$ cat config.mk
export PLATFORM = sky130hd
export DESIGN_NAME = hdlc_addr_rx
export DESIGN_NICKNAME = d
export VERILOG_FILES = /design/src/rtl/hdlc_addr_rx.sv
export SDC_FILE = /design/constraint.sdc
export NUM_CORES = 1
export LEC_CHECK = 0
export BUFFER_PORTS_ARGS = -buffer_cell sky130_fd_sc_hd__buf_2
export CORE_MARGIN = 2
export CORE_UTILIZATION = 40
export DETAILED_ROUTE_END_ITERATION = 12
export PLACE_DENSITY = 0.55
export SLEW_MARGIN = 0
export SYNTH_ARGS = -nofsm -noshare
export SYNTH_HDL_FRONTEND = slang
export SYNTH_SLANG_ARGS = --single-unit
$ cat constraint.sdc
create_clock -name clk -period 3 [get_ports clk]
set_input_delay 0.6 -clock clk [delete_from_list [all_inputs] [get_ports clk]]
set_output_delay 0.6 -clock clk [all_outputs]
set_load 0.01 [all_outputs]
$ cat src/rtl/hdlc_addr_rx.sv
module hdlc_addr_rx #(
  parameter logic [15:0] CRC_POLY    = 16'h8408,
  parameter logic [15:0] CRC_PRESET  = 16'hFFFF,
  parameter logic [15:0] CRC_RESIDUE = 16'hF0B8,
  parameter logic [7:0]  BCAST_ADDR  = 8'hFF
) (
  input  logic       clk,
  input  logic       rst_n,
  input  logic       bit_en,
  input  logic       rx_bit,
  input  logic [7:0] station_addr,
  input  logic       filter_en,
  output logic       out_valid,
  output logic [7:0] out_data,
  output logic       out_sof,
  output logic       out_eof,
  output logic       frame_done,
  output logic       fcs_ok,
  output logic       len_err,
  output logic       frame_aborted
);

  logic [2:0]  ones;
  logic        in_frame;
  logic        addr_seen;
  logic        sent;
  logic [6:0]  dly;
  logic [2:0]  fill;
  logic [7:0]  shreg;
  logic [2:0]  bitcnt;
  logic [15:0] crc;
  logic [1:0]  nb;
  logic [7:0]  h0, h1, h2;

  wire is_flag  = bit_en && !rx_bit && ones == 3'd6;
  wire is_abort = bit_en &&  rx_bit && ones == 3'd6;
  wire stuffed  = bit_en && !rx_bit && ones == 3'd5;
  wire push     = bit_en && in_frame && !is_flag && !is_abort && !stuffed;
  wire asm_v    = push && fill == 3'd7;
  wire asm_b    = dly[6];
  wire [7:0] byte_new = {asm_b, shreg[7:1]};
  wire byte_done = asm_v && bitcnt == 3'd7;
  wire [15:0] crc_nxt = {1'b0, crc[15:1]} ^ ((crc[0] ^ asm_b) ? CRC_POLY : 16'h0000);
  wire addr_ok = !filter_en || byte_new == station_addr || byte_new == BCAST_ADDR;
  wire closing = is_flag && in_frame && addr_seen;

  always_ff @(posedge clk) begin
    if (!rst_n) ones <= 3'd0;
    else if (bit_en) ones <= !rx_bit ? 3'd0 : (ones == 3'd7 ? 3'd7 : ones + 3'd1);
  end

  always_ff @(posedge clk) begin
    if (!rst_n) begin
      in_frame <= 1'b0;  addr_seen <= 1'b0; sent <= 1'b0;
      dly <= '0; fill <= '0; shreg <= '0; bitcnt <= '0;
      crc <= CRC_PRESET; nb <= '0;
      h0 <= '0; h1 <= '0; h2 <= '0;
      out_valid <= 1'b0; out_data <= '0; out_sof <= 1'b0; out_eof <= 1'b0;
      frame_done <= 1'b0; fcs_ok <= 1'b0; len_err <= 1'b0; frame_aborted <= 1'b0;
    end else begin
      out_valid  <= 1'b0;
      out_sof    <= 1'b0;
      out_eof    <= 1'b0;
      frame_done <= 1'b0;
      if (is_flag) begin
        if (closing) begin
          frame_done    <= 1'b1;
          fcs_ok        <= crc == CRC_RESIDUE;
          len_err       <= bitcnt != 3'd0 || nb != 2'd3;
          frame_aborted <= 1'b0;
          if (nb == 2'd3) begin
            out_valid <= 1'b1;
            out_data  <= h0;
            out_sof   <= !sent;
            out_eof   <= 1'b1;
          end
        end
        in_frame  <= 1'b1;
        addr_seen <= 1'b0;
        sent      <= 1'b0;
        fill      <= '0;
        bitcnt    <= '0;
        nb        <= '0;
        crc       <= CRC_PRESET;
      end else if (is_abort) begin
        if (in_frame && addr_seen) begin
          frame_done    <= 1'b1;
          frame_aborted <= 1'b1;
          fcs_ok        <= 1'b0;
          len_err       <= 1'b0;
        end
        in_frame <= 1'b0;
      end else if (push) begin
        dly <= {dly[5:0], rx_bit};
        if (fill != 3'd7) fill <= fill + 3'd1;
        if (asm_v) begin
          shreg  <= byte_new;
          bitcnt <= bitcnt + 3'd1;
          crc    <= crc_nxt;
        end
        if (byte_done) begin
          if (!addr_seen) begin
            addr_seen <= 1'b1;
            if (!addr_ok) in_frame <= 1'b0;
          end else begin
            if (nb == 2'd3) begin
              out_valid <= 1'b1;
              out_data  <= h0;
              out_sof   <= !sent;
              sent      <= 1'b1;
            end else begin
              nb <= nb + 2'd1;
            end
            h0 <= h1;
            h1 <= h2;
            h2 <= byte_new;
          end
        end
      end
    end
  end

  assert_sof_with_valid_R4: assert property (@(posedge clk) disable iff (!rst_n)
    out_sof |-> out_valid);
  assert_eof_with_done_R4: assert property (@(posedge clk) disable iff (!rst_n)
    out_eof |-> (frame_done && !frame_aborted && out_valid));
  assert_abort_not_good_R7: assert property (@(posedge clk) disable iff (!rst_n)
    (frame_done && frame_aborted) |-> (!fcs_ok && !out_eof));
  assert_done_on_bit_R9: assert property (@(posedge clk) disable iff (!rst_n)
    frame_done |-> $past(bit_en));
  assert_quiet_in_hunt_R1: assert property (@(posedge clk) disable iff (!rst_n)
    !in_frame |=> (!out_valid && !out_eof));
  assert_stuffed_ignored_R2: assert property (@(posedge clk) disable iff (!rst_n)
    (stuffed && in_frame) |=> ($stable(dly) && $stable(fill) && $stable(crc)));
  assert_preset_on_flag_R6: assert property (@(posedge clk) disable iff (!rst_n)
    is_flag |=> (crc == CRC_PRESET && in_frame));

endmodule

---- After elaboration in Yosys (flattened, before gate mapping) ----
Cells that the tools add are included.
operators by class
  $add $sub $neg .......................... 4
  equal/unequal tests ..................... 15
  multiplexer cells ....................... 44
  bitwise operators ....................... 6
  reduce and logical (&&, ||, !) cells .... 44
operators with widths
  cell                  count
  $mux 8                7
  $mux 1                34
  $reduce_and 5->1      4
  $eq 16x16->1 const B  1
  $mux 16               1
  $xor 15x16->16        1
  $eq 3x3->1 const B    5
  $reduce_and 3->1      5
  $logic_and 1x1->1     14
  $reduce_bool 2->1     5
  $add 3x1->3 const B   3
  $reduce_bool 3->1     3
  $eq 8x8->1            1
  $eq 8x8->1 const B    1
  $reduce_and 4->1      2
  $logic_not 1->1       6
  $mux 3                2
  $ne 3x3->1 const B    2
  $ne 2x2->1 const B    2
  $not 1->1             4
  $logic_or 1x1->1      3
  $ne 3x1->1 const B    1
  $add 2x1->2 const B   1
  $eq 2x2->1 const B    1
  other kinds (4)       4
word-level totals
  register bits after elaboration ......... 84
  bits of input ports ..................... 13
  output and inout bits ................... 15
  logic and storage cells ................. 134

---- Depth between registers and ports, before layout ----
Gate-level depths: netlist of run 1.
  depth in word-level cells ............... 13
  depth in mapped cells ................... 8
  depth with buffers taken out ............ 6

---- Least setup slack after synthesis of run 1 ----
No wires, ideal clock.
  path type ............................... input to register
  start point ............................. input port bit_en
  end point ............................... register out_data[0]
  data arrival time ....................... 2057 ps
  setup slack ............................. 871 ps
  stages on the path ...................... 5
  path buffers ............................ 1
  cell sequence ........................... buf_2 > nand2_1 > or4_4 > a221oi_4 > mux2i_1
on the way
  word-level cells in the longest chain between the ends .. 10
  elaborated cells between the ends (all ways) .. 23
  those cells by class .................... eq/ne: 2; mux: 1; reduce/logical: 20
RTL lines
  item                                RTL line  RTL
  start, declared                     9         input logic bit_en,
  $logic_and 1x1->1                   35, 37
  $logic_and 1x1->1                   35        wire is_flag = bit_en && !rx_bit && ones == 3'd6;
  $logic_not 1->1                     38        wire push = bit_en && in_frame && !is_flag && !is_abort && !stuffed;
  $logic_and 1x1->1 (3 in a row)      38
  $logic_and 1x1->1                   39        wire asm_v = push && fill == 3'd7;
  $logic_and 1x1->1                   42        wire byte_done = asm_v && bitcnt == 3'd7;
  $reduce_bool 2->1 (no source line)  -
  $reduce_and 5->1 (no source line)   -
  end signal, assigned                58        out_valid <= 1'b0; out_data <= '0; out_sof <= 1'b0; out_eof <= 1'b0;
  end signal, assigned                73        out_data <= h0;
  end signal, assigned                108       out_data <= h0;
  end, declared                       14        output logic [7:0] out_data,
Several ways; a longest one is shown, not always the timed one.
A chain may end at the register's enable or synchronous reset.

---- Worst setup path after layout of run 1 ----
  start point ............................. register fill[0]
  end point ............................... register out_data[6]
on the way
  word-level cells in the longest chain between the ends .. 5
RTL lines
  item                                RTL line  RTL
  start, declared                     28        logic [2:0] fill;
  start signal, assigned              95        if (fill != 3'd7) fill <= fill + 3'd1;
  $eq 3x3->1                          39
  $logic_and 1x1->1                   39
  $logic_and 1x1->1                   42
  $reduce_bool 2->1 (no source line)  -
  $reduce_and 5->1 (no source line)   -
Every way passes these cells.

==> results of run 1 <==
-- metal layers --
metal / part of all wire / global-route usage / vias to the layer above
met1: 0.53 / 0.241 / 1287
li1: - / - / 1439
met5: 0 / 0 / -
met4: 0.015 / 0.0727 / 0
met2: 0.42 / 0.229 / 56
met3: 0.038 / 0.0322 / 10
-- layout by cell type, fill, tap and decap left out, types with 2 or more instances in the layout --
cell	synthesis	routed
sky130_fd_sc_hd__dfxtp_1	83	83
sky130_fd_sc_hd__nand2_1	82	82
sky130_fd_sc_hd__nand3_1	44	44
sky130_fd_sc_hd__a21boi_0	34	34
sky130_fd_sc_hd__o21ai_0	29	29
sky130_fd_sc_hd__buf_2	1	27
sky130_fd_sc_hd__mux2i_1	16	16
sky130_fd_sc_hd__nor2_1	9	9
sky130_fd_sc_hd__xor2_1	9	9
sky130_fd_sc_hd__a21oi_1	9	9
sky130_fd_sc_hd__ha_1	9	9
sky130_fd_sc_hd__clkbuf_8	0	9
sky130_fd_sc_hd__inv_1	8	8
sky130_fd_sc_hd__nor2b_1	8	8
sky130_fd_sc_hd__buf_4	0	8
sky130_fd_sc_hd__nand4_1	5	5
sky130_fd_sc_hd__o211ai_1	5	5
sky130_fd_sc_hd__xnor2_1	4	4
sky130_fd_sc_hd__nor4_1	3	3
sky130_fd_sc_hd__a31oi_1	2	2
sky130_fd_sc_hd__nand3b_1	2	2
sky130_fd_sc_hd__and2_1	2	2
sky130_fd_sc_hd__or4_1	2	2
sky130_fd_sc_hd__clkinv_2	0	2
-- how the worst max path moves through the flow --
stage / from / endpoint / slack, ns
4_1_cts: fill[0] / out_data[6] / 0.69
2_1_floorplan: bit_en / out_data[0] / 0.87
5_1_grt: ones[0] / out_data[6] / 0.53
6_report: fill[0] / out_data[6] / 0.71
3_5_place_dp: rx_bit / out_data[4] / 0.55
3_3_place_gp: rx_bit / out_data[4] / 0.59
-- worst reg2reg max path: stages, from the launching register on --
cell and delay [ns]:
sky130_fd_sc_hd__dfxtp_1 0.36, sky130_fd_sc_hd__ha_1 0.16, sky130_fd_sc_hd__ha_1 0.25, sky130_fd_sc_hd__nand2_1 0.08
sky130_fd_sc_hd__or4_4 0.56, sky130_fd_sc_hd__a221oi_4 0.57, sky130_fd_sc_hd__mux2i_1 0.25
-- power by group --
group | internal [µW] | switching, µW
clock | 387 | 416
combinational | 21.8 | 31.0
sequential | 1100 | 1.34
-- kinds of logic (layout without fill, tap and decap cells) --
logic type               Yosys count  in the layout  share of synthesized area
AND/OR/NAND/NOR                  167            167                      0.223
AO/OA/AOI/OAI                     85             85                      0.158
flip-flops                        83             83                      0.469
buffers and inverters             37             59                     0.0416
multiplexers                      16             16                     0.0452
XOR/XNOR                          13             13                     0.0321
adder cells (fa/ha/maj)            9              9                     0.0318
-- state kept, by name, summed over array words and instances, names as in the netlist, 2 cells and up --
signal	flops
h1	8
h2	8
bitcnt	3
h0	8
dly	7
out_data	8
shreg	7
crc	16
ones	3
nb	2
fill	3
-- cells in the mapped netlist --
master,number
sky130_fd_sc_hd__nor2b_1,8
sky130_fd_sc_hd__o31ai_1,1
sky130_fd_sc_hd__buf_1,1
sky130_fd_sc_hd__a21boi_0,34
sky130_fd_sc_hd__o21ai_1,1
sky130_fd_sc_hd__o21ai_0,29
sky130_fd_sc_hd__a311oi_1,1
sky130_fd_sc_hd__nor2_1,9
sky130_fd_sc_hd__or4_4,1
sky130_fd_sc_hd__nand3b_1,2
sky130_fd_sc_hd__and2_2,1
sky130_fd_sc_hd__nand4_1,5
sky130_fd_sc_hd__nor4b_1,1
sky130_fd_sc_hd__a31oi_1,2
sky130_fd_sc_hd__xnor2_1,4
sky130_fd_sc_hd__and3b_1,1
sky130_fd_sc_hd__nor3_1,1
sky130_fd_sc_hd__a32oi_1,1
sky130_fd_sc_hd__and3b_4,1
sky130_fd_sc_hd__nand2_1,82
sky130_fd_sc_hd__or4_1,2
sky130_fd_sc_hd__nand2b_1,1
sky130_fd_sc_hd__inv_1,8
sky130_fd_sc_hd__and4_1,1
sky130_fd_sc_hd__xor2_1,9
sky130_fd_sc_hd__buf_6,1
sky130_fd_sc_hd__nor4_1,3
sky130_fd_sc_hd__mux2i_1,16
sky130_fd_sc_hd__and4b_1,1
sky130_fd_sc_hd__nand3_1,44
sky130_fd_sc_hd__and2_1,2
sky130_fd_sc_hd__clkbuf_1,26
sky130_fd_sc_hd__a21o_1,1
sky130_fd_sc_hd__and2_0,1
sky130_fd_sc_hd__o211ai_1,5
sky130_fd_sc_hd__ha_1,9
sky130_fd_sc_hd__a221oi_4,1
sky130_fd_sc_hd__buf_2,1
sky130_fd_sc_hd__dfxtp_1,83
sky130_fd_sc_hd__a21oi_1,9
-- cell type report --
type                    instances  area share
repair buffers                 35      0.0494
inverters                       8     0.00760
multi-input cells             290       0.439
flip-flops and latches         83       0.421
clock buffers                  10      0.0323
clock inverters                 6      0.0165
well taps                     108      0.0342
-- per-stage QoR --
stage | hold slack [ns] | area, µm² | setup slack, ns | total power, µW
after CTS | 0.462 | 3950 | 0.689 | 1990
after global routing | 0.475 | 3950 | 0.532 | 2040
after detailed placement | 0.450 | 3760 | 0.549 | 1180
final | 0.457 | 3950 | 0.709 | 1960
after global placement | 0.442 | 3760 | 0.593 | 1180
after floorplan | 0.429 | 3540 | 0.871 | 1160
==> flow_summary.json, run 1 <==
{
  "synth_nets": 432,
  "height_of_the_die_um": 98.1,
  "layout.area.seq_mm2": 0.00166,
  "post-route-period-util": 0.764,
  "clock_insertion_delay_worst_skew_ns": 0.36,
  "critical_path.startpoint_type": "flip-flop",
  "cpMaxStageDelayCell": "sky130_fd_sc_hd__a221oi_4",
  "wl_per_cell_um": 13.9,
  "min_from": "out_data[3]",
  "globalRoute.totalOverflow": 0,
  "synthesis.instances": 410,
  "initial_core_util": 0.410,
  "wirelength_mm": 7.49,
  "drt_iter0_drc": 139,
  "p_leak_uw": 0.00153,
  "family_with_the_most_delay_on_the_worst_path": "simple AND/OR/NAND/NOR gates",
  "worst_hold_path.endpoint": "out_data[3]",
  "cp.required_ns": 3.29,
  "cp_data_arrival_time_ns": 2.58,
  "layout.core_utilization": 0.457,
  "detail_route.vias_per_cell": 5.17,
  "postSynthAreaPerCell_um2": 8.65,
  "postCtsSetupBuffers": 0,
  "io_buffer_count": 27,
  "vdd.ir_drop.worst_mv": 0.173,
  "yosysWarnings": 0,
  "sequential_area_share_after_synthesis": 0.469,
  "vias_in_the_first_global_route": 2598,
  "clock_buffers_created_by_tritoncts": 9,
  "layout.cells.non_filler": 540,
  "finalHoldViolCount": 0,
  "detail_route.drc_violations": 0,
  "placed_cells_incl_taps": 524,
  "holdCritPathClass": "flip-flop to flip-flop",
  "critical_path_cell_count": 6,
  "rd_place_congestion": 0.831,
  "worstPathCellList": "ha_1, ha_1, nand2_1, or4_4, a221oi_4, mux2i_1",
  "cts-hold-fix-buffers": 0,
  "grt_max_degree": 60,
  "fin_clk_skew_ns": 0.0113,
  "critPathKind": "flip-flop to flip-flop",
  "ff2ff_setup_slack_ns": 0.71,
  "holdPathStages": 2,
  "netlist.top_cell.by_area": "sky130_fd_sc_hd__dfxtp_1",
  "synth_cell_types": 40,
  "worst_r2r_path_depth": 6,
  "post-synth-top-area-fraction": 0.469,
  "fin_tns_setup_ns": 0,
  "placeableCoreArea_mm2": 0.00864,
  "floorplan.die_area_mm2": 0.00963,
  "critical_path_peak_fanout": 9,
  "timing.fmax_ghz": 0.437,
  "worst_slew_pin_slew_ns": 0.704,
  "ctsRootBufferMaster": "sky130_fd_sc_hd__clkbuf_8",
  "area_growth_pct": 11.4,
  "vias_after_detailed_routing": 2792,
  "grt_setup_unrepaired": "false",
  "grt_first_pass_wirelength_mm": 12.8,
  "worst_path_largest_cell_delay_ns": 0.57,
  "synthesis.area_mm2": 0.00354,
  "chipWidth_um": 98.1,
  "cts_resized": 0,
  "drt_pass1_iterations": 4,
  "outcome": "finished, final reports clean",
  "synth.area.top_cells": "sky130_fd_sc_hd__dfxtp_1 47%, sky130_fd_sc_hd__nand2_1 8.7%, sky130_fd_sc_hd__a21boi_0 7.2%",
  "timing.rr.start": "fill[0]",
  "antenna_found_initial": 0,
  "period_needed_ns": 2.29,
  "final_antenna_net_count": 0,
  "worstReg2RegEnd": "out_data[6]",
  "synth-seq-cells": 83,
  "grt_use_total": 0.163,
  "critPathMostFrequentCell": "sky130_fd_sc_hd__ha_1",
  "final_layout_size_suffix_gt1_frac": 0.125,
  "fillerInstances": 876,
  "tritoncts": "yes",
  "power_per_cell_area_mw_per_mm2": 496,
  "place.detailed.hpwl_mm": 4.78,
  "cts.reportedPaths.clkPinSlew_ns": 0.08,
  "clkSinkCount": 83,
  "finish.net_count": 449,
  "antenna_cells": 0,
  "worst_slew_margin_rel": 0.529,
  "pin_count": 28,
  "path_buf_inv": 0,
  "maxCapViolations": 0,
  "fp-row-count": 34,
  "critical_path_sink_type": "flip-flop",
  "cts_htree_levels": 3,
  "cts_buffer_depth": 2,
  "area_of_combinational_cells_with_multiple_inputs_mm2": 0.00174,
  "finalSetupViolCount": 0,
  "final-max-slew-violation-count": 0
}
No activity file was read; power rests on OpenSTA's default activity.
==> run 2: changes to the inputs <==
Settings changed: ABC_AREA from default to 1, PLACE_DENSITY 0.55 to 0.57.
Clock period 3 ns to 2.04 ns, I/O delays scaled along.
==> run 2 against run 1 <==
  * Cell area rose by 1.8%
  * Power rose by 48%
  * Global-route usage fell by 0.86 points
  * Highest routed layer unchanged
==> flow_summary.json, run 2 <==
{
  "grt.met1_usage": 0.213,
  "critical_path.startpoint_type": "flip-flop",
  "post-synth-top-area-fraction": 0.460,
  "synthesis.area_mm2": 0.00361,
  "worst_path_largest_cell_delay_ns": 0.40,
  "fp-row-count": 34,
  "netlist.top_cell.by_area": "sky130_fd_sc_hd__dfxtp_1",
  "clock_insertion_delay_worst_skew_ns": 0.34,
  "p_leak_uw": 0.00198,
  "vias_in_the_first_global_route": 2693,
  "detail_route.vias_per_cell": 4.66,
  "synth.area.top_cells": "sky130_fd_sc_hd__dfxtp_1 46%, sky130_fd_sc_hd__nand2_1 12%, sky130_fd_sc_hd__nor2_1 8.5%",
  "largest_reg_flops": 16,
  "globalRoute.totalOverflow": 0,
  "synthFlopType": "sky130_fd_sc_hd__dfxtp_1",
  "antenna_found_initial": 0,
  "antenna_cells": 0,
  "synth_cell_types": 30,
  "initial_core_util": 0.414,
  "grt_first_pass_wirelength_mm": 12.3,
  "use_met2": 0.233,
  "maxCapViolations": 0,
  "fin_tns_setup_ns": 0,
  "finalSetupViolCount": 0,
  "grt_setup_unrepaired": "false",
  "seq_power_share": 0.560,
  "clkSinkCount": 83,
  "worstPathCellList": "inv_1, ha_1, nand3_2, nand2_2, inv_2, nand2_2, nor2_4, nand2_1, a21oi_1",
  "critPathMostFrequentCell": "sky130_fd_sc_hd__nand2_2",
  "chipWidth_um": 99.0,
  "synth_common_cells": "118 x sky130_fd_sc_hd__nand2_1, 83 x sky130_fd_sc_hd__dfxtp_1, 82 x sky130_fd_sc_hd__nor2_1",
  "ctsRootBufferMaster": "sky130_fd_sc_hd__clkbuf_8",
  "period_needed_ns": 1.84,
  "synth-seq-cells": 83,
  "grt_use_total": 0.154,
  "clock_buffers_created_by_tritoncts": 9,
  "critical_path_sink_type": "flip-flop",
  "wirelength_mm": 6.98,
  "switchingPower_uw": 629,
  "power_per_cell_area_mw_per_mm2": 721,
  "sequential_area_share_after_synthesis": 0.460,
  "final_layout_size_suffix_gt1_frac": 0.135,
  "internal_power_uw": 2270,
  "fillerInstances": 891,
  "finish.net_count": 542,
  "height_of_the_die_um": 99.0,
  "fin_clk_skew_ns": 0.00771,
  "cp_data_arrival_time_ns": 2.11,
  "area_growth_pct": 11.4,
  "synthesis.instances": 495,
  "detail_route.drc_violations": 0,
  "final.hold.worst_slack_ns": 0.347,
  "mostFrequentLayoutCells": "118 x sky130_fd_sc_hd__nand2_1, 83 x sky130_fd_sc_hd__dfxtp_1, 82 x sky130_fd_sc_hd__nor2_1",
  "cp.required_ns": 2.31,
  "wl_per_cell_um": 11.0,
  "vias_after_detailed_routing": 2942,
  "cts_htree_levels": 3,
  "logic_pwr_share": 0.026,
  "yosysWarnings": 0,
  "tritoncts": "yes",
  "critPathKind": "flip-flop to flip-flop",
  "rd_place_congestion": 0.752,
  "place.detailed.hpwl_mm": 4.63,
  "post-route-period-util": 0.902,
  "outcome": "finished, final reports clean",
  "synth_nets": 517,
  "cpMaxStageDelayCell": "sky130_fd_sc_hd__dfxtp_1",
  "timing.fmax_ghz": 0.543,
  "io_buffer_count": 27,
  "regMostFlops": "crc",
  "use_met3": 0.0390,
  "cts_buffer_depth": 2,
  "final_common_cell": "sky130_fd_sc_hd__nand2_1",
  "grt_max_degree": 49,
  "fin_total_pwr_uw": 2900,
  "holdCritPathClass": "input port to flip-flop",
  "cts.reportedPaths.clkPinSlew_ns": 0.08,
  "pin_count": 28,
  "gr-max-usage-layer": "met2",
  "finalHoldViolCount": 0,
  "floorplan.die_area_mm2": 0.00980,
  "postSynthAreaPerCell_um2": 7.29,
  "synth_enable_flop_cells": 0,
  "critical_path_peak_fanout": 19,
  "vdd.ir_drop.worst_mv": 0.389,
  "share_clk_of_total_power": 0.415,
  "placeableCoreArea_mm2": 0.00872,
  "final-max-slew-violation-count": 0,
  "final_antenna_net_count": 0,
  "drt_iter0_drc": 164,
  "worst_slew_pin_slew_ns": 0.466,
  "worst_slew_margin_rel": 0.689,
  "drt_pass1_iterations": 4,
  "most_used_standard_cell_by_instance_count_after_synthesis": "sky130_fd_sc_hd__nand2_1",
  "postSynth.asyncResetShare": 0,
  "sw_frac_of_total": 0.217,
  "cts-hold-fix-buffers": 0
}
run 2: changes by cell type in the layout (fill, tap and decap cells not counted), sizes merged, moves of 16 or more:
cell / delta
nand3: -23
nand2: +42
a21oi: +25
a21boi: -34
nor2: +86
mux2i: -16
inv: +55
run 2: cell families (layout without fill, tap and decap cells):
kind of cell	Yosys count	after routing	synth area share
flops	83	83	0.460
buf+inv	82	111	0.0971
xor+xnor	9	9	0.0218
compound gates	59	59	0.0853
fa+ha+maj	9	9	0.0312
simple gates	253	253	0.304
run 2: worst paths after layout:
| kind | from | to | slack, ns | cells after the start |
|---|---|---|---|---|
| min reg2reg | len_err | len_err | 0.47 | 2 |
| min | bit_en | ones[2] | 0.35 | 2 |
| max | ones[0] | shreg[2] | 0.20 | 9 |
| max reg2reg | ones[0] | shreg[2] | 0.20 | 9 |
run 2: layer usage:
layer / wire [µm] / share of wire
met1: 3470 / 0.50
met2: 3100 / 0.44
met3: 288 / 0.041
met4: 133 / 0.019
met5: 0 / 0
run 2: stage by stage:
| step | cells | cell area, µm² | setup slack (ns) | util |
|---|---|---|---|---|
| global placement | 617 | 3810 | 0.255 | 0.437 |
| global route | 632 | 4020 | 0.0166 | 0.461 |
| floorplan | 495 | 3610 | 0.420 | - |
| finish | 632 | 4020 | 0.199 | 0.461 |
| CTS | 632 | 4010 | 0.162 | 0.460 |
| detailed placement | 617 | 3810 | 0.202 | 0.437 |
run 2: power by group through the flow:
stage	clock (µW)	sequential, µW	combinational [µW]
2_1_floorplan	0	1660	44.7
3_3_place_gp	0	1660	73.5
3_5_place_dp	0	1660	75.4
4_1_cts	1250	1620	75.6
5_1_grt	1320	1620	83.7
6_report	1200	1620	74.1
run 2: repair_timing:
action                                  CTS  global route
endpoints found under the setup margin    0            13
buffers inserted                          0             0
resized for setup                         0             1
run 2: area by class of cell:
cell class              count  area (µm²)  area share
clock buffers              11         151      0.0377
clock inverters             4        50.0      0.0124
inverters                  64         243      0.0604
multi-input cells         330        1610       0.400
flip-flops and latches     83        1660       0.413
well taps                 108         135      0.0336
repair buffers             32         173      0.0430
run 2: worst max-delay path: cells and delay by family, from the launching register on:
family | cells | cell delay (ns)
adder cells (fa/ha/maj) | 1 | 0.22
buffers and inverters | 2 | 0.17
flip-flops | 1 | 0.40
AND/OR/NAND/NOR | 5 | 0.84
AO/OA/AOI/OAI | 1 | 0.13
==> run 3: changes to the inputs <==
Settings changed: ABC_AREA 1 to 0, CTS_BUF_LIST from default to sky130_fd_sc_hd__clkbuf_8, GPL_TIMING_DRIVEN from default to 0.
==> run 3 against run 2 <==
  * The run now ends with negative setup slack left
  * Power increased by 2.0%
  * Sequential cell count unchanged
  * First-iteration DRC count shrank 43%
  * Combinational power grew 17%
  * Die area shrank 1.7%
  * Hold slack gained 0.051 ns
  * Routed wire length grew 12%
  * Clock-buffer cell count down 1
  * Highest routed layer unchanged
==> flow_summary.json, run 3 (synthesis gave the netlist of run 1 again) <==
{
  "place.detailed.hpwl_mm": 5.37,
  "final.hold.worst_slack_ns": 0.398,
  "clock_buffers_created_by_tritoncts": 9,
  "ctsRootBufferMaster": "sky130_fd_sc_hd__clkbuf_8",
  "critical_path.startpoint_type": "flip-flop",
  "cts.reportedPaths.clkPinSlew_ns": 0.08,
  "layout.area.seq_mm2": 0.00168,
  "ff2ff_setup_slack_ns": -0.05,
  "layout_setup_ws_ns": -0.0452,
  "worst_r2r_path_depth": 7,
  "cts_htree_levels": 3,
  "initial_core_util": 0.410,
  "cp.required_ns": 2.33,
  "worst_slew_margin_rel": 0.488,
  "critical_path_peak_fanout": 4,
  "clkSinkCount": 83,
  "worst_slew_pin_slew_ns": 0.763,
  "fin_clk_skew_ns": 0.0162,
  "finalInstanceArea_mm2": 0.00421,
  "detail_route.drc_violations": 0,
  "finalSetupViolCount": 6,
  "layout.core_utilization": 0.488,
  "chipWidth_um": 98.1,
  "placed_cells_incl_taps": 543,
  "drt_iter0_drc": 94,
  "holdCritPathClass": "input port to flip-flop",
  "clock_insertion_delay_worst_skew_ns": 0.36,
  "wirelength_mm": 7.80,
  "power_per_cell_area_mw_per_mm2": 702,
  "largest_reg_flops": 16,
  "final_common_cell": "sky130_fd_sc_hd__nand2_1",
  "globalRoute.totalOverflow": 0,
  "io_buffer_count": 25,
  "grt_first_pass_wirelength_mm": 13.1,
  "placeableCoreArea_mm2": 0.00864,
  "vias_after_detailed_routing": 2874,
  "wl_per_cell_um": 13.7,
  "fillerInstances": 878,
  "fin_total_pwr_uw": 2950,
  "timing.fmax_ghz": 0.480,
  "vdd.ir_drop.worst_mv": 0.390,
  "total_routed_wire_length_on_the_met1_layer_mm": 4.14,
  "tritoncts": "yes",
  "area_growth_pct": 18.8,
  "maxCapViolations": 0,
  "critical_path_sink_type": "flip-flop",
  "worst_path_largest_cell_delay_ns": 0.51,
  "post-route-period-util": 1.02,
  "final-max-slew-violation-count": 0,
  "timing.rr.start": "ones[1]",
  "wl_met3_um": 275,
  "worstPathCellList": "inv_4, ha_4, and3b_4, or4_4, a221oi_4, clkbuf_16, and3b_1",
  "vias_in_the_first_global_route": 2588,
  "pin_count": 28,
  "grt_max_degree": 16,
  "antenna_cells": 0,
  "fp-row-count": 34,
  "floorplan.die_area_mm2": 0.00963,
  "regMostFlops": "crc",
  "p_leak_uw": 0.00161,
  "met2_length_mm": 3.30,
  "violated_checks": "negative setup slack",
  "drt_pass1_iterations": 4,
  "mostFrequentLayoutCells": "82 x sky130_fd_sc_hd__nand2_1, 77 x sky130_fd_sc_hd__dfxtp_1, 44 x sky130_fd_sc_hd__nand3_1",
  "area_of_combinational_cells_with_multiple_inputs_mm2": 0.00181,
  "antenna_found_initial": 0,
  "height_of_the_die_um": 98.1,
  "final_layout_size_suffix_gt1_frac": 0.168,
  "finish.net_count": 476,
  "top_layer": "met4",
  "grt_setup_unrepaired": "true",
  "holdPathStages": 3,
  "rd_place_congestion": 0.775,
  "grt_use_total": 0.169,
  "min_from": "bit_en",
  "layout.cells.non_filler": 567,
  "detail_route.vias_per_cell": 5.07,
  "cpMaxStageDelayCell": "sky130_fd_sc_hd__or4_4",
  "final_antenna_net_count": 0,
  "critical_path.startpoint": "ones[1]",
  "critPathKind": "flip-flop to flip-flop",
  "cts_buffer_depth": 2,
  "cp_data_arrival_time_ns": 2.38,
  "period_needed_ns": 2.09,
  "outcome": "finished with violations",
  "finalHoldViolCount": 0,
  "placement.cell_area_mm2": 0.00383
}
run 3: cell types whose count changed in the layout (fill, tap and decap cells not counted), moves of 18 or more:
cell,previous run,this run
sky130_fd_sc_hd__nor2_1,82,9
sky130_fd_sc_hd__a21oi_1,34,9
sky130_fd_sc_hd__nand3_1,20,44
sky130_fd_sc_hd__nand2_1,118,82
sky130_fd_sc_hd__clkbuf_1,0,18
sky130_fd_sc_hd__a21boi_0,0,34
sky130_fd_sc_hd__inv_1,62,6
run 3: worst paths after layout:
path,to
worst min-delay path,ones[0]
worst max-delay path,out_sof
worst min register to register,out_data[1]
worst max register to register,out_sof
run 3: area by class of cell:
cell class,count,share of cell area
multi-input cells,290,0.430
flip-flops and latches,83,0.399
repair buffers,34,0.0529
clock buffers,10,0.0327
well taps,108,0.0321
plain buffers,28,0.0291
clock inverters,6,0.0166
inverters,8,0.00772
run 3: critical path, delay by kind of cell, from the launching register on:
| family | cells | cell delay (ns) |
|---|---|---|
| compound gates | 1 | 0.37 |
| buf+inv | 2 | 0.26 |
| flops | 1 | 0.39 |
| fa+ha+maj | 1 | 0.16 |
| simple gates | 3 | 0.85 |
run 3: metrics by stage:
stage / worst slack (ns) / setup TNS [ns]
after global placement: -0.240 / -2.72
after global routing: -0.115 / -0.860
after floorplan: 0.0166 / 0
after detailed placement: -0.244 / -2.74
final: -0.0452 / -0.164
after CTS: -0.0162 / -0.0162
run 3: what timing repair did:
item / CTS / global route
buffers inserted: 1 / 7
cloned: 0 / 1
hold buffers: 0 / 0
endpoints found under the setup margin: 19 / 56
pin swaps: 1 / 4
resized for setup: 5 / 24
run 3: power by group:
group          leakage, µW  internal (µW)  switching, µW  total (µW)
sequential        0.000673           1620           3.02        1620
clock             0.000108            613            636        1250
combinational     0.000826           35.0           52.0        87.0
total              0.00161           2260            691        2950
run 3: layer usage:
layer / track usage / up-vias
met3: 0.0415 / 8
met5: 0 / -
met4: 0.0622 / 0
li1: - / 1495
met1: 0.251 / 1325
met2: 0.236 / 46
